===== src/rtl/smas_pkg.sv =====
package smas_pkg;

  typedef enum logic [1:0] {
    ST_IDLE = 2'd0,
    ST_EXEC = 2'd1,
    ST_FIX  = 2'd2,
    ST_DONE = 2'd3
  } smas_state_e;

  // 1 selects the difference path: effective subtraction of magnitudes
  function automatic logic diff_path(input logic sa, input logic sb, input logic op);
    logic signs_differ;
    signs_differ = sa ^ sb;
    return signs_differ ^ op;
  endfunction

  // sign to report after the fix-up step of the difference path
  function automatic logic fixed_sign(input logic sign_in, input logic carry, input logic is_zero);
    logic s;
    if (!carry)       s = ~sign_in;
    else if (is_zero) s = 1'b0;
    else              s = sign_in;
    return s;
  endfunction

endpackage


===== src/rtl/smas_complementer.sv =====
module smas_complementer #(
  parameter int W = 8
) (
  input  logic [W-1:0] b_in,
  input  logic         m,
  output logic [W-1:0] b_out
);
  for (genvar i = 0; i < W; i++) begin : g_xor
    assign b_out[i] = b_in[i] ^ m;
  end
endmodule


===== src/rtl/smas_adder.sv =====
module smas_adder #(
  parameter int W = 8
) (
  input  logic [W-1:0] x,
  input  logic [W-1:0] y,
  input  logic         cin,
  output logic [W-1:0] sum,
  output logic         cout
);
  logic [W:0] c;
  assign c[0] = cin;
  for (genvar i = 0; i < W; i++) begin : g_fa
    assign sum[i]  = x[i] ^ y[i] ^ c[i];
    assign c[i+1]  = (x[i] & y[i]) | (c[i] & (x[i] ^ y[i]));
  end
  assign cout = c[W];
endmodule


===== src/rtl/smas_ctrl.sv =====
module smas_ctrl
  import smas_pkg::*;
(
  input  logic        clk,
  input  logic        rst_n,
  input  logic        start,
  input  logic        sub_path,
  output smas_state_e state,
  output logic        load_en,
  output logic        exec_en,
  output logic        fix_en,
  output logic        busy,
  output logic        done
);
  smas_state_e state_nx;

  always_comb begin
    state_nx = state;
    unique case (state)
      ST_IDLE: if (start) state_nx = ST_EXEC;
      ST_EXEC: state_nx = sub_path ? ST_FIX : ST_DONE;
      ST_FIX:  state_nx = ST_DONE;
      ST_DONE: state_nx = ST_IDLE;
      default: state_nx = ST_IDLE;
    endcase
  end

  always_ff @(posedge clk or negedge rst_n) begin
    if (!rst_n) state <= ST_IDLE;
    else        state <= state_nx;
  end

  assign load_en = (state == ST_IDLE) && start;
  assign exec_en = (state == ST_EXEC);
  assign fix_en  = (state == ST_FIX);
  assign busy    = (state != ST_IDLE);
  assign done    = (state == ST_DONE);

  AST_DONE_PULSE: assert property (@(posedge clk) disable iff (!rst_n)
    done |=> !done);
  AST_SUM_LATENCY: assert property (@(posedge clk) disable iff (!rst_n)
    (exec_en && !sub_path) |=> done);
  AST_DIFF_LATENCY: assert property (@(posedge clk) disable iff (!rst_n)
    (exec_en && sub_path) |=> (fix_en && !done));
  AST_BUSY_IGNORE: assert property (@(posedge clk) disable iff (!rst_n)
    (busy && !done && start) |=> busy);
endmodule


===== src/rtl/smas_addsub.sv =====
module smas_addsub
  import smas_pkg::*;
#(
  parameter int W = 8
) (
  input  logic         clk,
  input  logic         rst_n,
  input  logic         start,
  input  logic         op_sub,
  input  logic         a_sign,
  input  logic [W-1:0] a_mag,
  input  logic         b_sign,
  input  logic [W-1:0] b_mag,
  output logic         busy,
  output logic         done,
  output logic         res_sign,
  output logic [W-1:0] res_mag,
  output logic         ovf
);
  localparam logic [W-1:0] ZERO = '0;

  smas_state_e state;
  logic load_en, exec_en, fix_en;

  logic [W-1:0] a_reg, b_reg;
  logic         as_reg, m_reg, e_reg, avf_reg;

  // adder operand steering: exec step uses A and complemented B,
  // fix step forms the two's complement of A as ~A + 0 + 1
  logic [W-1:0] cmp_in, cmp_out, add_x, sum_w;
  logic         cmp_m, add_cin, carry_w;
  logic         a_is_zero;

  assign cmp_in  = fix_en ? ZERO : b_reg;
  assign cmp_m   = fix_en ? 1'b0 : m_reg;
  assign add_x   = fix_en ? ~a_reg : a_reg;
  assign add_cin = fix_en ? 1'b1 : m_reg;
  assign a_is_zero = (a_reg == ZERO);

  smas_ctrl u_ctrl (
    .clk      (clk),
    .rst_n    (rst_n),
    .start    (start),
    .sub_path (m_reg),
    .state    (state),
    .load_en  (load_en),
    .exec_en  (exec_en),
    .fix_en   (fix_en),
    .busy     (busy),
    .done     (done)
  );

  smas_complementer #(.W(W)) u_cmp (
    .b_in  (cmp_in),
    .m     (cmp_m),
    .b_out (cmp_out)
  );

  smas_adder #(.W(W)) u_add (
    .x    (add_x),
    .y    (cmp_out),
    .cin  (add_cin),
    .sum  (sum_w),
    .cout (carry_w)
  );

  always_ff @(posedge clk or negedge rst_n) begin
    if (!rst_n) begin
      a_reg   <= '0;
      b_reg   <= '0;
      as_reg  <= 1'b0;
      m_reg   <= 1'b0;
      e_reg   <= 1'b0;
      avf_reg <= 1'b0;
    end else if (load_en) begin
      a_reg  <= a_mag;
      b_reg  <= b_mag;
      as_reg <= a_sign;
      m_reg  <= diff_path(a_sign, b_sign, op_sub);
    end else if (exec_en) begin
      a_reg   <= sum_w;
      e_reg   <= carry_w;
      avf_reg <= m_reg ? 1'b0 : carry_w;
    end else if (fix_en) begin
      if (!e_reg) a_reg <= sum_w;
      as_reg <= fixed_sign(as_reg, e_reg, a_is_zero);
    end
  end

  assign res_mag  = a_reg;
  assign res_sign = as_reg;
  assign ovf      = avf_reg;

  AST_NO_OVERFLOW: assert property (@(posedge clk) disable iff (!rst_n)
    (done && m_reg) |-> !ovf);
  AST_ZERO_POSITIVE: assert property (@(posedge clk) disable iff (!rst_n)
    (done && m_reg && res_mag == ZERO) |-> !res_sign);
  AST_SIGN_FLIP: assert property (@(posedge clk) disable iff (!rst_n)
    (fix_en && !e_reg) |=> (res_sign != $past(res_sign)));
  AST_NEG_NONZERO: assert property (@(posedge clk) disable iff (!rst_n)
    (fix_en && !e_reg) |=> (res_mag != ZERO));
  AST_IDLE_HOLD: assert property (@(posedge clk) disable iff (!rst_n)
    (!busy && !start) |=> ($stable(res_mag) && $stable(res_sign) && $stable(ovf)));
endmodule


===== config.mk =====
export PLATFORM = sky130hd
export DESIGN_NAME = smas_addsub
export DESIGN_NICKNAME = d
export VERILOG_FILES = /design/src/rtl/smas_pkg.sv /design/src/rtl/smas_complementer.sv /design/src/rtl/smas_adder.sv /design/src/rtl/smas_ctrl.sv /design/src/rtl/smas_addsub.sv
export SDC_FILE = /design/constraint.sdc
export NUM_CORES = 1
export LEC_CHECK = 0
export CAP_MARGIN = 20
export CELL_PAD_IN_SITES_DETAIL_PLACEMENT = 1
export CELL_PAD_IN_SITES_GLOBAL_PLACEMENT = 1
export CORE_MARGIN = 3
export CORE_UTILIZATION = 52
export DETAILED_ROUTE_END_ITERATION = 8
export DONT_BUFFER_PORTS = 1
export MAX_ROUTING_LAYER = met4
export PLACE_DENSITY_LB_ADDON = 0.1
export SYNTH_ARGS = -nofsm -noshare
export SYNTH_HDL_FRONTEND = slang
export SYNTH_SLANG_ARGS = --single-unit

===== constraint.sdc =====
create_clock -name clk -period 7.4 [get_ports clk]
set_clock_uncertainty 0.15 [all_clocks]
set_input_delay 0.37 -clock clk [delete_from_list [all_inputs] [get_ports clk]]
set_output_delay 0.37 -clock clk [all_outputs]
set_load 0.005 [all_outputs]

# After elaboration in Yosys (flattened, before gate mapping)
# Cells that the tools add are included.
# word_totals
reg_bits	22
in_bits	22
output_inout_bits	12
wordCells	93
# op_classes
eq_ne	7
n_mux	17
bitwise_logic	53
n_reduce_logical	9
# op_table
op	n
$mux 8	6
$xor 1x1->1	26
$and 1x1->1	16
$mux 1	9
$logic_not 8->1	1
$not 8->8	1
$or 1x1->1	8
$pmux 2 s4	1
$eq 2x2->1 const B	2
$ne 2x2->1 const B	2
$reduce_and 2->1	2
$reduce_bool 2->1	2
$ne 3x2->1 const B	1
$ne 3x3->1 const B	1
$reduce_and 3->1	1
$reduce_bool 3->1	1
$eq 2x1->1 const B	1
$logic_not 2->1	1
$mux 2	1
$not 1->1	2
$logic_and 1x1->1	1

# Depth between registers and ports, before layout
# depth
word_depth	23
mapped_depth	19
ltp_nobuf	17

# Cells and area by module
# From an unflattened synthesis, not the netlist that was laid out.
# unflattened
hier_cells	130
area_unflattened_um2	1542.7
# by_module_without_submodules
mod	instances	cells_each	area_per_inst_um2	seq_area_each_um2
smas_addsub	1	86	1081.0	500.5
smas_adder	1	18	197.7	0.0
smas_ctrl	1	17	182.7	50.0
smas_complementer	1	9	81.3	0.0

# Least setup slack after synthesis
# OpenSTA, ideal clock, no wires.
# synth_path
path_type	reg2reg
from	register u_ctrl.state[0]
to	register a_reg[7], in the netlist res_mag[7]
setup_time_ns	0.065
arrival_ns	4.044
required_time_ns	7.185
path_slack_ns	3.142
path_stages_with_launch	20
path_buffers	2
period_less_slack_ns	4.258
cell_sequence	dfrtp_1 > inv_1 > ha_1 > buf_2 > buf_2 > xnor2_1 > fa_1 > fa_1 > inv_1 > fa_1 > fa_1 > fa_1 > inv_1 > fa_1 > inv_1 > fa_1 > inv_1 > fa_1 > a21oi_1 > mux2_2
# synth_between
elab_chain_len	23
word_cells_on_any_way	53
classes_between	eq/ne: 3; mux: 8; bitwise: 38; reduce/logical: 4
# synth_lines
element	line_no	source
start: declaration	smas_ctrl.sv:8	output smas_state_e state,
start signal: assignment	smas_ctrl.sv:30	else state <= state_nx;
$eq 2x2->1	smas_ctrl.sv:35	assign fix_en = (state == ST_FIX);
$mux 8 or $mux 1 (tied branches)	smas_addsub.sv:34, smas_addsub.sv:35	
$xor 1x1->1	smas_complementer.sv:9	assign b_out[i] = b_in[i] ^ m;
$xor 1x1->1	smas_adder.sv:14	assign c[i+1] = (x[i] & y[i]) | (c[i] & (x[i] ^ y[i]));
$and 1x1->1	smas_adder.sv:14	
$or 1x1->1	smas_adder.sv:14	
$and 1x1->1	smas_adder.sv:14	
$or 1x1->1	smas_adder.sv:14	
[... 7 more ...]	--	
$or 1x1->1	smas_adder.sv:14	
$and 1x1->1	smas_adder.sv:14	
$or 1x1->1	smas_adder.sv:14	
$xor 1x1->1	smas_adder.sv:13	assign sum[i] = x[i] ^ y[i] ^ c[i];
$mux 8	smas_addsub.sv:85	if (!e_reg) a_reg <= sum_w;
$mux 8	smas_addsub.sv:84	end else if (fix_en) begin
$mux 8	smas_addsub.sv:80	end else if (exec_en) begin
$mux 8	smas_addsub.sv:75	end else if (load_en) begin
end signal: assignment	smas_addsub.sv:76	a_reg <= a_mag;
end signal: assignment	smas_addsub.sv:81	a_reg <= sum_w;
end signal: assignment	smas_addsub.sv:85	
end: declaration	smas_addsub.sv:25	logic [W-1:0] a_reg, b_reg;
# Parallel ways exist; a longest one is shown, timed or not. The select of a mux whose other input is x is not followed.
# A chain may end at the register's enable or synchronous reset.

# Worst setup path after layout
# Ends and elaborated chain as after synthesis.

==> results.sh <==
export IMPL_synth_cells=132
export IMPL_synth_cell_area_um2=1430
export IMPL_seq_area_frac_synth=0.385
export IMPL_die_x_um=58.4
export IMPL_grt_start_max_net_pins=26
export IMPL_ys_ff_latch=22
export IMPL_endpoint_kind="flop"
export IMPL_grt_pass1_vias=996
export IMPL_grt_pass1_wl_um=4630
export IMPL_cts_buffers=3
export IMPL_start_util=0.562
export IMPL_post_route_util=0.594
export IMPL_yosysWarningCount=0
export IMPL_hold_class="primary input to flop"
export IMPL_core_um2=2540
export IMPL_nFillCells=274
export IMPL_nets=168
export IMPL_fmax_mhz=212
export IMPL_cts_sinks=22
export IMPL_rrSetupSlack_ns=2.69
export IMPL_timing_max_cap_violations=0
export IMPL_rr_worst_depth=17
export IMPL_io_pins=34
export IMPL_hold_viol=0
export IMPL_drt_total_wl_um=2780
export IMPL_status="complete, no violations"
export IMPL_whs_path_depth=1
export IMPL_avgViaCountPerCell=5.69
export IMPL_final_cell_mix="dfrtp_1 (22), nor2_1 (12), mux2_2 (12)"
export IMPL_cts_path_max_buffers=2
export IMPL_clock_root_buffer="clkbuf_4"
export IMPL_dpl_cell_area_um2=1440
export IMPL_drcViolationCount=0
export IMPL_drtAntennaViolNets=0
export IMPL_hold_start="b_mag[6]"
export IMPL_synth_nets=167
export IMPL_setup_violations=0
export IMPL_cts_tree="built"
export IMPL_setup_tns_ns=0
export IMPL_critPathLaunchType="flop"
export IMPL_slew_headroom=0.371
export IMPL_period_needed_ns=4.71
export IMPL_finalCritPeriodShare=0.637
export IMPL_rsz0062_at_grt="false"
export IMPL_regToRegStartpoint="u_ctrl.state[0]"
export IMPL_dpl_cell_count=156
export IMPL_clk_pin_slew_ns=0.12
export IMPL_die_area_um2=3420
export IMPL_dpl_hpwl_um=2110
export IMPL_syn_to_final_growth_pct=5.69
export IMPL_reg2reg_to="res_mag[7]"
export IMPL_ctsHoldBuffers=1
export IMPL_avgSynthCellArea_um2=10.8
export IMPL_htreeDepth=1
export IMPL_yosysUniqueCellTypes=23
export IMPL_crit_start="u_ctrl.state[0]"
export IMPL_cts_setup_buffers=0
export IMPL_crit_arrival_ns=4.82
export IMPL_drive_gt1_frac=0.152
export IMPL_cp_max_fo=19
export IMPL_crit_type="flop to flop"
export IMPL_num_rows=18
export IMPL_io_buffer_count=0
export IMPL_dr_pass1_iters=4
export IMPL_vias=922
export IMPL_antennaDiodeCount=0
export IMPL_stdcell_count=162
export IMPL_track_usage=0.186
export IMPL_fin_area_um2=1510
export IMPL_clock_latency_ns=0.32
export IMPL_required_ns=7.51
export IMPL_worst_pin_slew_ns=0.942
export IMPL_yosysTopAreaCell="dfrtp_1"
export IMPL_final_common_cell="dfrtp_1"
export IMPL_drt_iter0_drc=37
export IMPL_wl_per_cell_um=17.2
export IMPL_synth_area_leaders="dfrtp_1 (38%), fa_1 (11%), mux2_2 (9.4%), xnor2_1 (5.5%), xor2_1 (5.5%)"
export IMPL_yosysTopAreaCellShare=0.385
export IMPL_place_gp_congestion=0.794
export IMPL_antenna_found_initial=0
export IMPL_grt_overflow_total=0
export IMPL_cts_resized=0
export IMPL_drv_slew=0
export IMPL_die_h_um=58.4
export IMPL_worstHoldEndpoint="b_reg[6]"
[how the worst max path moves through the flow]
stage                             to  slack [ns]  cells past startpoint
final                     res_mag[7]        2.69                     17
after floorplan           res_mag[7]        3.14                     19
after detailed placement  res_mag[7]        2.68                     17
after CTS                 res_mag[7]        2.64                     17
after global placement    res_mag[7]        2.83                     17
after global routing      res_mag[7]        2.41                     17
[per-layer routing]
layer  vias up  share of wire  GRT usage
li1        438              -          -
met1       456           0.45      0.229
met2        23           0.48      0.287
met3         5          0.051     0.0592
met4         0          0.017     0.0695
met5         -              0          -
[stage by stage]
stage                     setup slack, ns  hold slack [ns]
final                                2.69           0.0338
after global routing                 2.41           0.0193
after CTS                            2.64           0.0267
after detailed placement             2.68          -0.0749
after global placement               2.83          -0.0751
after floorplan                      3.14          -0.0756
[critical path, stage by stage, from the launching register on]
cell and delay (ns):
dfrtp_1 0.46, inv_1 0.13, ha_1 0.67, xnor2_1 0.23, fa_1 0.23, fa_1 0.19, inv_1 0.06, fa_1 0.37
fa_1 0.39, fa_1 0.38, inv_1 0.08, fa_1 0.16, inv_1 0.05, fa_1 0.35, inv_1 0.07, fa_1 0.40
a21oi_1 0.12, mux2_2 0.17
[layout make-up]
| class | count | area [um2] | share of cell area |
|---|---|---|---|
| Inverter | 8 | 30.0 | 0.0199 |
| Timing Repair Buffer | 2 | 37.5 | 0.0248 |
| Sequential cell | 22 | 551 | 0.364 |
| Clock buffer | 4 | 36.3 | 0.0240 |
| Multi-Input combinational cell | 96 | 820 | 0.542 |
| Tap cell | 30 | 37.5 | 0.0248 |
[logic make-up (layout without fill, tap and decap cells)]
kind of cell,count (synthesis),after routing,synth area share
AO/OA/AOI/OAI,21,21,0.0892
multiplexers,17,17,0.130
adder cells (fa/ha/maj),13,13,0.156
XOR/XNOR,18,18,0.110
buffers and inverters,14,14,0.0420
AND/OR/NAND/NOR,27,27,0.0875
flip-flops,22,22,0.385
[Yosys cell counts]
cell / n
a21oi_1: 6
a221oi_2: 1
a31oi_1: 1
buf_2: 6
dfrtp_1: 22
fa_1: 8
ha_1: 5
inv_1: 8
mux2_1: 1
mux2_2: 12
mux2i_1: 4
nand2_1: 8
nand2b_1: 4
nor2_1: 12
nor2b_1: 1
o211ai_2: 1
o21ai_0: 10
o22ai_1: 1
o31ai_1: 1
or4_1: 1
or4_4: 1
xnor2_1: 9
xor2_1: 9
Power is left out: the tool's default activity adds up to more than one toggle a clock period on the data nets, which glitch-free logic cannot reach.
